[src/rtl/can_irq_pkg.sv]
package can_irq_pkg;

    // Enable word bit positions (register address 0)
    localparam int EN_MSG  = 0;
    localparam int EN_FULL = 1;
    localparam int EN_OVR  = 2;
    localparam int EN_TX   = 3;
    localparam int EN_WARN = 4;
    localparam int EN_PASV = 5;
    localparam int EN_BOFF = 6;
    localparam int EN_LEC  = 7;
    localparam int EN_ERR  = 8;
    localparam int EN_WAKE = 9;
    localparam int EN_W    = 10;

    // Flag word bit positions (register address 1); mailbox flags start at FL_TX0
    localparam int FL_FULL = 0;
    localparam int FL_OVR  = 1;
    localparam int FL_WAKE = 2;
    localparam int FL_ERR  = 3;
    localparam int FL_LEC  = 4;
    localparam int FL_TX0  = 5;

    // Register addresses
    localparam int ADDR_EN   = 0;
    localparam int ADDR_FLAG = 1;

endpackage

[src/rtl/can_irq_wake.sv]
module can_irq_wake #(
    parameter int SYNC_N = 2
) (
    input  logic clk,
    input  logic rst_n,
    input  logic rx_pin,
    input  logic sleep,
    output logic wake_evt
);
    typedef struct packed {
        logic [SYNC_N-1:0] sh;
        logic              prev;
    } wake_st_t;

    wake_st_t q, d;

    always_comb begin
        d      = q;
        d.sh   = {q.sh[SYNC_N-2:0], rx_pin};
        d.prev = q.sh[SYNC_N-1];
    end

    // recessive-to-dominant transition on the synchronized pin
    assign wake_evt = sleep && q.prev && !q.sh[SYNC_N-1];

    always_ff @(posedge clk or negedge rst_n) begin
        if (!rst_n) begin
            q.sh   <= '1;
            q.prev <= 1'b1;
        end else begin
            q <= d;
        end
    end
endmodule

[src/rtl/can_irq_errsrc.sv]
module can_irq_errsrc #(
    parameter int LEC_W = 3
) (
    input  logic             clk,
    input  logic             rst_n,
    input  logic             err_warn,
    input  logic             err_pasv,
    input  logic             bus_off,
    input  logic [LEC_W-1:0] lec_code,
    input  logic             en_warn,
    input  logic             en_pasv,
    input  logic             en_boff,
    input  logic             en_lec,
    output logic             err_evt,
    output logic             lec_evt
);
    typedef struct packed {
        logic warn;
        logic pasv;
        logic boff;
    } lvl_st_t;

    lvl_st_t q, d;
    logic    warn_rise, pasv_rise, boff_rise;

    always_comb begin
        d.warn = err_warn;
        d.pasv = err_pasv;
        d.boff = bus_off;
    end

    assign warn_rise = err_warn && !q.warn;
    assign pasv_rise = err_pasv && !q.pasv;
    assign boff_rise = bus_off  && !q.boff;
    assign lec_evt   = (lec_code != '0);
    assign err_evt   = (en_warn && warn_rise) || (en_pasv && pasv_rise) ||
                       (en_boff && boff_rise) || (en_lec && lec_evt);

    always_ff @(posedge clk or negedge rst_n) begin
        if (!rst_n) q <= '0;
        else        q <= d;
    end
endmodule

[src/rtl/can_irq_hub.sv]
module can_irq_hub
    import can_irq_pkg::*;
#(
    parameter int NUM_MB = 3,
    parameter int CNT_W  = 2,
    parameter int LEC_W  = 3,
    parameter int SYNC_N = 2,
    parameter int ADDR_W = 2,
    parameter int DATA_W = 16
) (
    input  logic              clk,
    input  logic              rst_n,
    input  logic [CNT_W-1:0]  rx_count,
    input  logic              fifo_full,
    input  logic              fifo_ovr,
    input  logic [NUM_MB-1:0] tx_done,
    input  logic              err_warn,
    input  logic              err_pasv,
    input  logic              bus_off,
    input  logic [LEC_W-1:0]  lec_code,
    input  logic              sleep,
    input  logic              rx_pin,
    input  logic              reg_wr,
    input  logic [ADDR_W-1:0] reg_addr,
    input  logic [DATA_W-1:0] reg_wdata,
    output logic [DATA_W-1:0] reg_rdata,
    output logic              irq_fifo,
    output logic              irq_sts
);
    localparam int FLAG_W = FL_TX0 + NUM_MB;

    typedef struct packed {
        logic [EN_W-1:0]   en;
        logic [FLAG_W-1:0] flag;
        logic              full_prev;
        logic              irq_f;
        logic              irq_s;
    } hub_st_t;

    hub_st_t q, d;

    logic              wake_evt, err_evt, lec_evt;
    logic              wr_en, wr_flag;
    logic [FLAG_W-1:0] set_v, clr_v;
    logic [EN_W-1:0]   en_q;
    logic [FLAG_W-1:0] flag_q;

    assign en_q   = q.en;
    assign flag_q = q.flag;

    can_irq_wake #(.SYNC_N(SYNC_N)) u_wake (
        .clk      (clk),
        .rst_n    (rst_n),
        .rx_pin   (rx_pin),
        .sleep    (sleep),
        .wake_evt (wake_evt)
    );

    can_irq_errsrc #(.LEC_W(LEC_W)) u_err (
        .clk      (clk),
        .rst_n    (rst_n),
        .err_warn (err_warn),
        .err_pasv (err_pasv),
        .bus_off  (bus_off),
        .lec_code (lec_code),
        .en_warn  (q.en[EN_WARN]),
        .en_pasv  (q.en[EN_PASV]),
        .en_boff  (q.en[EN_BOFF]),
        .en_lec   (q.en[EN_LEC]),
        .err_evt  (err_evt),
        .lec_evt  (lec_evt)
    );

    assign wr_en   = reg_wr && (reg_addr == ADDR_W'(ADDR_EN));
    assign wr_flag = reg_wr && (reg_addr == ADDR_W'(ADDR_FLAG));

    always_comb begin
        set_v                      = '0;
        set_v[FL_FULL]             = fifo_full && !q.full_prev;
        set_v[FL_OVR]              = fifo_ovr;
        set_v[FL_WAKE]             = wake_evt;
        set_v[FL_ERR]              = err_evt;
        set_v[FL_LEC]              = lec_evt;
        set_v[FLAG_W-1:FL_TX0]     = tx_done;
        clr_v = wr_flag ? reg_wdata[FLAG_W-1:0] : '0;
    end

    always_comb begin
        d           = q;
        d.flag      = (q.flag & ~clr_v) | set_v;   // set beats clear
        if (wr_en) d.en = reg_wdata[EN_W-1:0];
        d.full_prev = fifo_full;
        d.irq_f     = (q.en[EN_MSG]  && (rx_count != '0)) ||
                      (q.en[EN_FULL] && q.flag[FL_FULL]) ||
                      (q.en[EN_OVR]  && q.flag[FL_OVR]);
        d.irq_s     = (q.en[EN_TX]   && (|q.flag[FLAG_W-1:FL_TX0])) ||
                      (q.en[EN_ERR]  && q.flag[FL_ERR]) ||
                      (q.en[EN_WAKE] && q.flag[FL_WAKE]);
    end

    always_ff @(posedge clk or negedge rst_n) begin
        if (!rst_n) q <= '0;
        else        q <= d;
    end

    always_comb begin
        reg_rdata = '0;
        if (reg_addr == ADDR_W'(ADDR_EN))        reg_rdata[EN_W-1:0]   = q.en;
        else if (reg_addr == ADDR_W'(ADDR_FLAG)) reg_rdata[FLAG_W-1:0] = q.flag;
    end

    assign irq_fifo = q.irq_f;
    assign irq_sts  = q.irq_s;
endmodule

[config.mk]
export PLATFORM = sky130hd
export DESIGN_NAME = can_irq_hub
export DESIGN_NICKNAME = d
export VERILOG_FILES = /design/src/rtl/can_irq_pkg.sv /design/src/rtl/can_irq_wake.sv /design/src/rtl/can_irq_errsrc.sv /design/src/rtl/can_irq_hub.sv
export SDC_FILE = /design/constraint.sdc
export NUM_CORES = 1
export LEC_CHECK = 0
export BUFFER_PORTS_ARGS = -buffer_cell sky130_fd_sc_hd__clkbuf_2
export CAP_MARGIN = 20
export CORE_MARGIN = 2
export CORE_UTILIZATION = 45
export DETAILED_ROUTE_END_ITERATION = 8
export PLACE_DENSITY = 0.74
export SLEW_MARGIN = 25
export SYNTH_ARGS = -nofsm -noshare
export SYNTH_HDL_FRONTEND = slang
export SYNTH_SLANG_ARGS = --single-unit
export TNS_END_PERCENT = 5
[constraint.sdc]
create_clock -name clk -period 1.3 [get_ports clk]
set_input_delay 0.065 -clock clk [delete_from_list [all_inputs] [get_ports clk]]
set_output_delay 0.065 -clock clk [all_outputs]
set_load 0.03 [all_outputs]
==> reports/metrics.csv, run 1 <==
metric,value,unit
rows,18,
min-delay-start,lec_code[2],
hold_viol_final,0,
design.die.area,3030,µm²
yosysWarnings,0,
rsz0062_at_grt,false,
vdd_drop_max,824,µV
critPathLaunch,en_q[8]$_DFFE_PN0P_,
wire_per_inst,13.3,µm
reg2reg_from,en_q[4]$_DFFE_PN0P_,
arrival,1.18,ns
hold_depth,3,
final_cell_mix,"clkbuf_2 (41), dfrtp_1 (24), dlygate4sd3_1 (23)",
cts_inserted_buffers,3,
multi_input_area,443,µm²
drc,0,
p_leak,0.788,nW
slew_headroom,57.3,%
swShare,29.8,%
cts_tree,done,
gp_congestion,0.733,
final-setup-viol-count,0,
ff2ff_path_depth,3,
ctsResizeCount,0,
seq_area,679,µm²
tightest_slew,0.640,ns
finClkSkew,0.00324,ns
grt_busiest_layer,met2,
synth.ff_latch_count,27,
maxSlewViolCount,0,
intPower,1.26,mW
num-fill-cells,205,
pwr-share-clk,18.9,%
ys_top_cells_by_area,"dfrtp_1 (51%), mux2_1 (9.6%), mux2i_1 (6.8%)",
met2_usage,35.1,%
required,1.24,ns
clk_latency,0.31,ns
nets,202,
critPathKind,register to output pin,
hold_path.class,input port to register,
p_switching,536,µW
finalCriticalPeriod,1.25,ns
grt_pass1_wl,4000,µm
r2r-end,flag_q[3]$_DFF_PN0_,
grt_pass1_vias,928,
grtUsageMet3,3.23,%
final_layout_size_suffix_gt1_share,31.5,%
cp_max_fo,3,
synth_area_leader_cell,dfrtp_1,
pwr-share-seq,55.8,%
fin_cells,195,
final_core_util,67.1,%
cts_buffer_depth,2,
core_area,2480,µm²
syn-cell-area,1170,µm²
antenna_found_initial,0,
grt_max_degree,28,
cp-end-kind,output pin,
clkTransAtPathRegs,0.13,ns
vias,955,
post-route-period-util,95.9,%
cts_max_level,1,
synthDominantCellAreaShare,51.2,%
dieWidth,55.1,µm
drt_iter0_drc,10,
whs_endpoint,flag_q[4]$_DFF_PN0_,
netlist_instances,97,
start_util,47.4,%
critPathLaunchType,register,
avgSynthCellArea,12.1,µm²
dp_slack,0.109,ns
p_total,1.80,mW
ios,54,
fmax,0.802,GHz
status,finished clean,
dr.pass1.iters,4,
r2r_slack,0.34,ns
synth-seq-area-share,57.9,%
dp_hpwl,1770,µm
overflow,0,
cts_hold_buf,21,
p_comb_share,25.2,%
dpl.cell_count,168,
ys_types,23,
cts_sinks,27,
die_h,55.1,µm
maxCapViolations,0,
grt_usage,19.1,%
synthToLayoutAreaGrowth,41.7,%
p_per_area,1080,nW/µm²
postCtsSetupRepairBufs,0,
port_buffers,41,
routed_via_density,4.90,
final.setup.tns,0,ns
grtUsageMet1,22.5,%
clockRootBuffer,clkbuf_4,
n_antenna_cell,0,
postRouteWirelength,2600,µm
mostFrequentLayoutCell,clkbuf_2,
ant_nets,0,
setup_slack,0.0528,ns
Yosys cell counts:
library cell  instances
a21o_1                5
a221o_1               1
a22o_1                1
a22oi_1               2
and3b_1               1
buf_2                 2
buf_4                 7
clkbuf_1              1
conb_1                1
dfrtp_1              24
dfstp_2               3
inv_1                 1
mux2_1               10
mux2i_1               8
nand2_1              12
nand3b_1              2
nor2_1                8
nor3b_1               3
o211ai_1              1
o21ai_0               1
o2bb2ai_1             1
o31ai_1               1
or3_1                 1
logic make-up (layout without fill, tap and decap cells):
group	Yosys count	after routing	synth area share, %
compound gates	13	13	8.53
buf+inv	11	74	5.97
mux	18	18	16.4
simple gates	27	27	10.9
flops	27	27	57.9
other cells	1	6	0.320
per-layer routing:
layer / share of wire, % / vias up / wire (µm)
li1: - / 458 / -
met1: 41 / 454 / 1060
met2: 53 / 43 / 1380
met3: 6.3 / 0 / 163
met4: 0 / 0 / 0
met5: 0 / - / 0
sequential cells by signal, indices dropped and copies added (netlist names):
register	flops
en_q	10
flag_q	8
u_err.q	3
u_wake.d	2
irq_fifo	1
irq_sts	1
q	1
u_wake.q	1
critical path: stages (launching register included):
cell,delay (ns)
dfrtp_1,0.39
nor3b_1,0.24
clkbuf_2,0.25
worst max path at each step:
stage	endpoint	cells past startpoint	slack [ns]
floorplan	reg_rdata[8]	1	0.16
global placement	flag_q[0]$_DFF_PN0_	5	0.14
detailed placement	flag_q[0]$_DFF_PN0_	5	0.11
CTS	reg_rdata[8]	2	0.08
global route	reg_rdata[8]	2	0.01
finish	reg_rdata[8]	2	0.05
through the flow:
step | instance area, µm² | hold WS, ns
floorplan | 1190 | -0.231
global placement | 1410 | 0.113
detailed placement | 1410 | 0.115
CTS | 1640 | 0.000164
global route | 1660 | 0.0728
finish | 1660 | 0.0530
power by group through the flow:
| stage | sequential [mW] | clock, mW | combinational [mW] |
|---|---|---|---|
| finish | 1.00 | 0.341 | 0.454 |
| floorplan | 1.03 | 0 | 0.251 |
| global placement | 1.02 | 0 | 0.391 |
| global route | 1.02 | 0.395 | 0.496 |
| CTS | 1.01 | 0.350 | 0.450 |
| detailed placement | 1.02 | 0 | 0.400 |
cell type report:
type	count	area share, %
timing repair buffer	69	28.4
tap	30	2.26
multi-input combinational	64	26.6
sequential	27	40.9
clock buffer	4	1.58
inverter	1	0.226
Note: power is estimated with default switching activity, not from simulation.
==> run 2, diff against run 1 <==
--- a/config.mk
+++ b/config.mk
@@ -5,12 +5,13 @@
 export SDC_FILE = /design/constraint.sdc
 export NUM_CORES = 1
 export LEC_CHECK = 0
+export ABC_AREA = 1
 export BUFFER_PORTS_ARGS = -buffer_cell sky130_fd_sc_hd__clkbuf_2
 export CAP_MARGIN = 20
 export CORE_MARGIN = 2
-export CORE_UTILIZATION = 45
+export CORE_UTILIZATION = 46
 export DETAILED_ROUTE_END_ITERATION = 8
-export PLACE_DENSITY = 0.74
+export PLACE_DENSITY = 0.75
 export SLEW_MARGIN = 25
 export SYNTH_ARGS = -nofsm -noshare
 export SYNTH_HDL_FRONTEND = slang
==> constraint.sdc (replaced) <==
create_clock -name clk -period 1.39 [get_ports clk]
set_input_delay 0.0695 -clock clk [delete_from_list [all_inputs] [get_ports clk]]
set_output_delay 0.0695 -clock clk [all_outputs]
set_load 0.03 [all_outputs]
==> run 2 against run 1 <==
Effect of this change:
- utilization is 3.2 points lower
- critical path depth rose by 3
- global-route usage up 0.34 points
- clock skew grew 0.0058 ns
- register-to-register slack worse by 0.21 ns
- final area increased by 3.3%
- first-iteration DRC count up 70%
- cell count up 20%
- setup slack improved by 0.061 ns
- sequential share of layout area is 1.3 points lower
- non-clock buffer count decreased by 5
- wire length increased by 7.3%
- largest cell class unchanged
==> reports/metrics.csv, run 2 <==
metric,value,unit,change
finClkSkew,0.00900,ns,+0.00576 ns
post-route-period-util,91.8,%,
fin_cells,234,,+20%
yosysMostFrequentCell,nand2_1,,
cp-end-kind,register,,
critPathLaunchType,input port,,
antenna_found_initial,0,,unchanged
synthDominantCellAreaShare,47.4,%,-3.7 points
synth_area_leader_cell,dfrtp_1,,
yosysWarnings,0,,unchanged
final-setup-viol-count,0,,unchanged
core_area,2690,µm²,+8.4%
ctsResizeCount,0,,unchanged
tightest_slew,0.662,ns,+0.0216 ns
largest_register_ffs,10,,unchanged
maxCapViolations,0,,unchanged
r2r_slack,0.13,ns,-0.21 ns
synth-seq-area-share,53.7,%,-4.2 points
grt_max_degree,28,,unchanged
mostFrequentLayoutCell,clkbuf_2,,
hold_viol_final,0,,unchanged
die_h,56.5,µm,+2.5%
rsz0062_at_grt,false,,
async_flop_share,100,%,unchanged
dieWidth,56.5,µm,+2.5%
required,1.64,ns,+0.40 ns
postCtsSetupRepairBufs,0,,unchanged
ant_nets,0,,unchanged
synth.ff_latch_count,27,,unchanged
avgSynthCellArea,9.18,µm²,-24%
slowest_stage,dlygate4sd3_1,,
arrival,1.53,ns,+0.35 ns
start_util,47.1,%,-0.24 points
clkTransAtPathRegs,0.16,ns,+0.03 ns
cts_inserted_buffers,3,,unchanged
r2r-end,irq_fifo$_DFF_PN0_,,
cts_tree,done,,
dpl.cell_count,207,,+23%
min-delay-start,lec_code[2],,
overflow,0,,unchanged
num-fill-cells,228,,+11%
critPathLaunch,rx_count[0],,
syn-cell-area,1270,µm²,+7.9%
pwr-share-clk,21.2,%,+2.3 points
cts_sinks,27,,unchanged
final_cell_mix,"clkbuf_2 (41), nand2_1 (30), inv_1 (25)",,
clk_latency,0.34,ns,+0.03 ns
n_antenna_cell,0,,unchanged
cts_max_level,1,,unchanged
port_buffers,41,,unchanged
final_core_util,63.9,%,-3.2 points
wire_per_inst,11.9,µm,-11%
final_layout_size_suffix_gt1_share,31.0,%,-0.48 points
rows,19,,+1
vias,1086,,+14%
p_per_area,1010,nW/µm²,-6.9%
cts_buffer_depth,2,,unchanged
path_cells,"dlygate4sd3_1, clkbuf_2, o21ai_0, dlygate4sd3_1, nand3_1",,
slowest_delay,0.58,ns,+0.19 ns
status,finished clean,,
synth_commonest_cells,"nand2_1 (30), inv_1 (25), dfrtp_1 (24)",,
ff2ff_path_depth,3,,unchanged
synth_edf_count,0,,unchanged
gp_congestion,0.843,,+15%
dp_hpwl,1890,µm,+6.5%
p_leak,0.936,nW,+19%
swShare,33.2,%,+3.4 points
postRouteWirelength,2790,µm,+7.3%
routed_via_density,4.64,,-5.2%
vdd_drop_max,879,µV,+6.7%
synthToLayoutAreaGrowth,35.7,%,
pwr-share-seq,53.3,%,-2.5 points
cts_hold_buf,23,,+9.5%
cp_max_fo,1,,-2
fmax,0.784,GHz,
grt_pass1_wl,4620,µm,+16%
finalCriticalPeriod,1.28,ns,
reg2reg_from,en_q[0]$_DFFE_PN0P_,,
drc,0,,unchanged
nets,240,,+19%
p_switching,575,µW,+7.1%
critPathMostFrequentCell,dlygate4sd3_1,,
hold_depth,5,,+2
slew_headroom,55.9,%,-1.4 points
drt_iter0_drc,17,,+7
design.die.area,3190,µm²,+5.1%
whs_endpoint,flag_q[4]$_DFF_PN0_,,
ios,54,,unchanged
hold_path.class,input port to register,,
synth_ff_type,dfrtp_1,,
dr.pass1.iters,4,,unchanged
ys_top_cells_by_area,"dfrtp_1 (47%), nand2_1 (8.9%), inv_1 (7.4%)",,
final.setup.tns,0,ns,unchanged
maxSlewViolCount,0,,unchanged
critPathKind,input port to register,,
netlist_instances,138,,+42%
grt_usage,19.4,%,+0.34 points
clockRootBuffer,clkbuf_4,,
p_comb_share,25.5,%,+0.3 points
ys_types,20,,-13%
intPower,1.16,mW,-8.4%
grt_pass1_vias,1112,,+20%
-- run 2: cell count changes in the layout (fill, tap and decap cells not counted), moves of 3 or more --
cell,delta
a22o_1,+4
o21ai_2,+7
o21ai_1,+10
buf_4,-5
nand3_1,+7
nor3b_1,-3
mux2_1,-10
mux2i_1,-8
inv_1,+24
nand2_1,+18
a21o_1,-5
-- run 2: critical path: cells and delay by family --
| kind | cells | cell delay [ns] |
|---|---|---|
| AO/OA/AOI/OAI | 1 | 0.17 |
| buffers and inverters | 3 | 1.21 |
| AND/OR/NAND/NOR | 1 | 0.07 |
-- run 2: layout make-up --
| type | count | area [µm²] | share of cell area [%] |
|---|---|---|---|
| Clock buffer | 3 | 22.5 | 1.31 |
| Clock inverter | 1 | 7.51 | 0.437 |
| Inverter | 27 | 101 | 5.90 |
| Multi-Input combinational cell | 81 | 433 | 25.2 |
| Sequential cell | 27 | 679 | 39.5 |
| Tap cell | 31 | 38.8 | 2.26 |
| Timing Repair Buffer | 64 | 435 | 25.3 |
-- run 2: kinds of logic after synthesis --
group | after synthesis | share of synthesized area [%]
AOI/OAI and AO/OA | 25 | 14.0
buffers and inverters | 35 | 13.6
DFF | 27 | 53.7
other | 1 | 0.296
and+or+nand+nor | 50 | 18.4
-- run 2: worst max path at each step --
stage	to	cells past startpoint
2_1_floorplan	reg_rdata[6]	2
3_3_place_gp	en_q[8]$_DFFE_PN0P_	5
3_5_place_dp	en_q[8]$_DFFE_PN0P_	5
4_1_cts	reg_rdata[2]	2
5_1_grt	reg_rdata[5]	3
6_report	irq_fifo$_DFF_PN0_	5
-- run 2: layer usage --
layer / global-route usage, % / share of wire, %
met1: 22.4 / 40
met5: 0 / 0
met4: 11.6 / 2.8
met2: 33.6 / 53
met3: 3.23 / 4.4
-- run 2: stage by stage --
stage               instance area, µm²  setup WS, ns  power [mW]  hold slack (ns)
floorplan                         1280         0.496        1.20           -0.226
global placement                  1460         0.322        1.31            0.119
detailed placement                1460         0.295        1.33            0.128
CTS                               1720         0.131        1.73           0.0260
global route                      1720        0.0649        1.82           0.0405
finish                            1720         0.114        1.73           0.0252
-- run 2: power groups by stage --
stage	combinational, mW	sequential, mW	clock, mW
3_5_place_dp	0.388	0.938	0
6_report	0.441	0.923	0.368
3_3_place_gp	0.377	0.933	0
4_1_cts	0.442	0.922	0.363
2_1_floorplan	0.257	0.948	0
5_1_grt	0.486	0.934	0.400
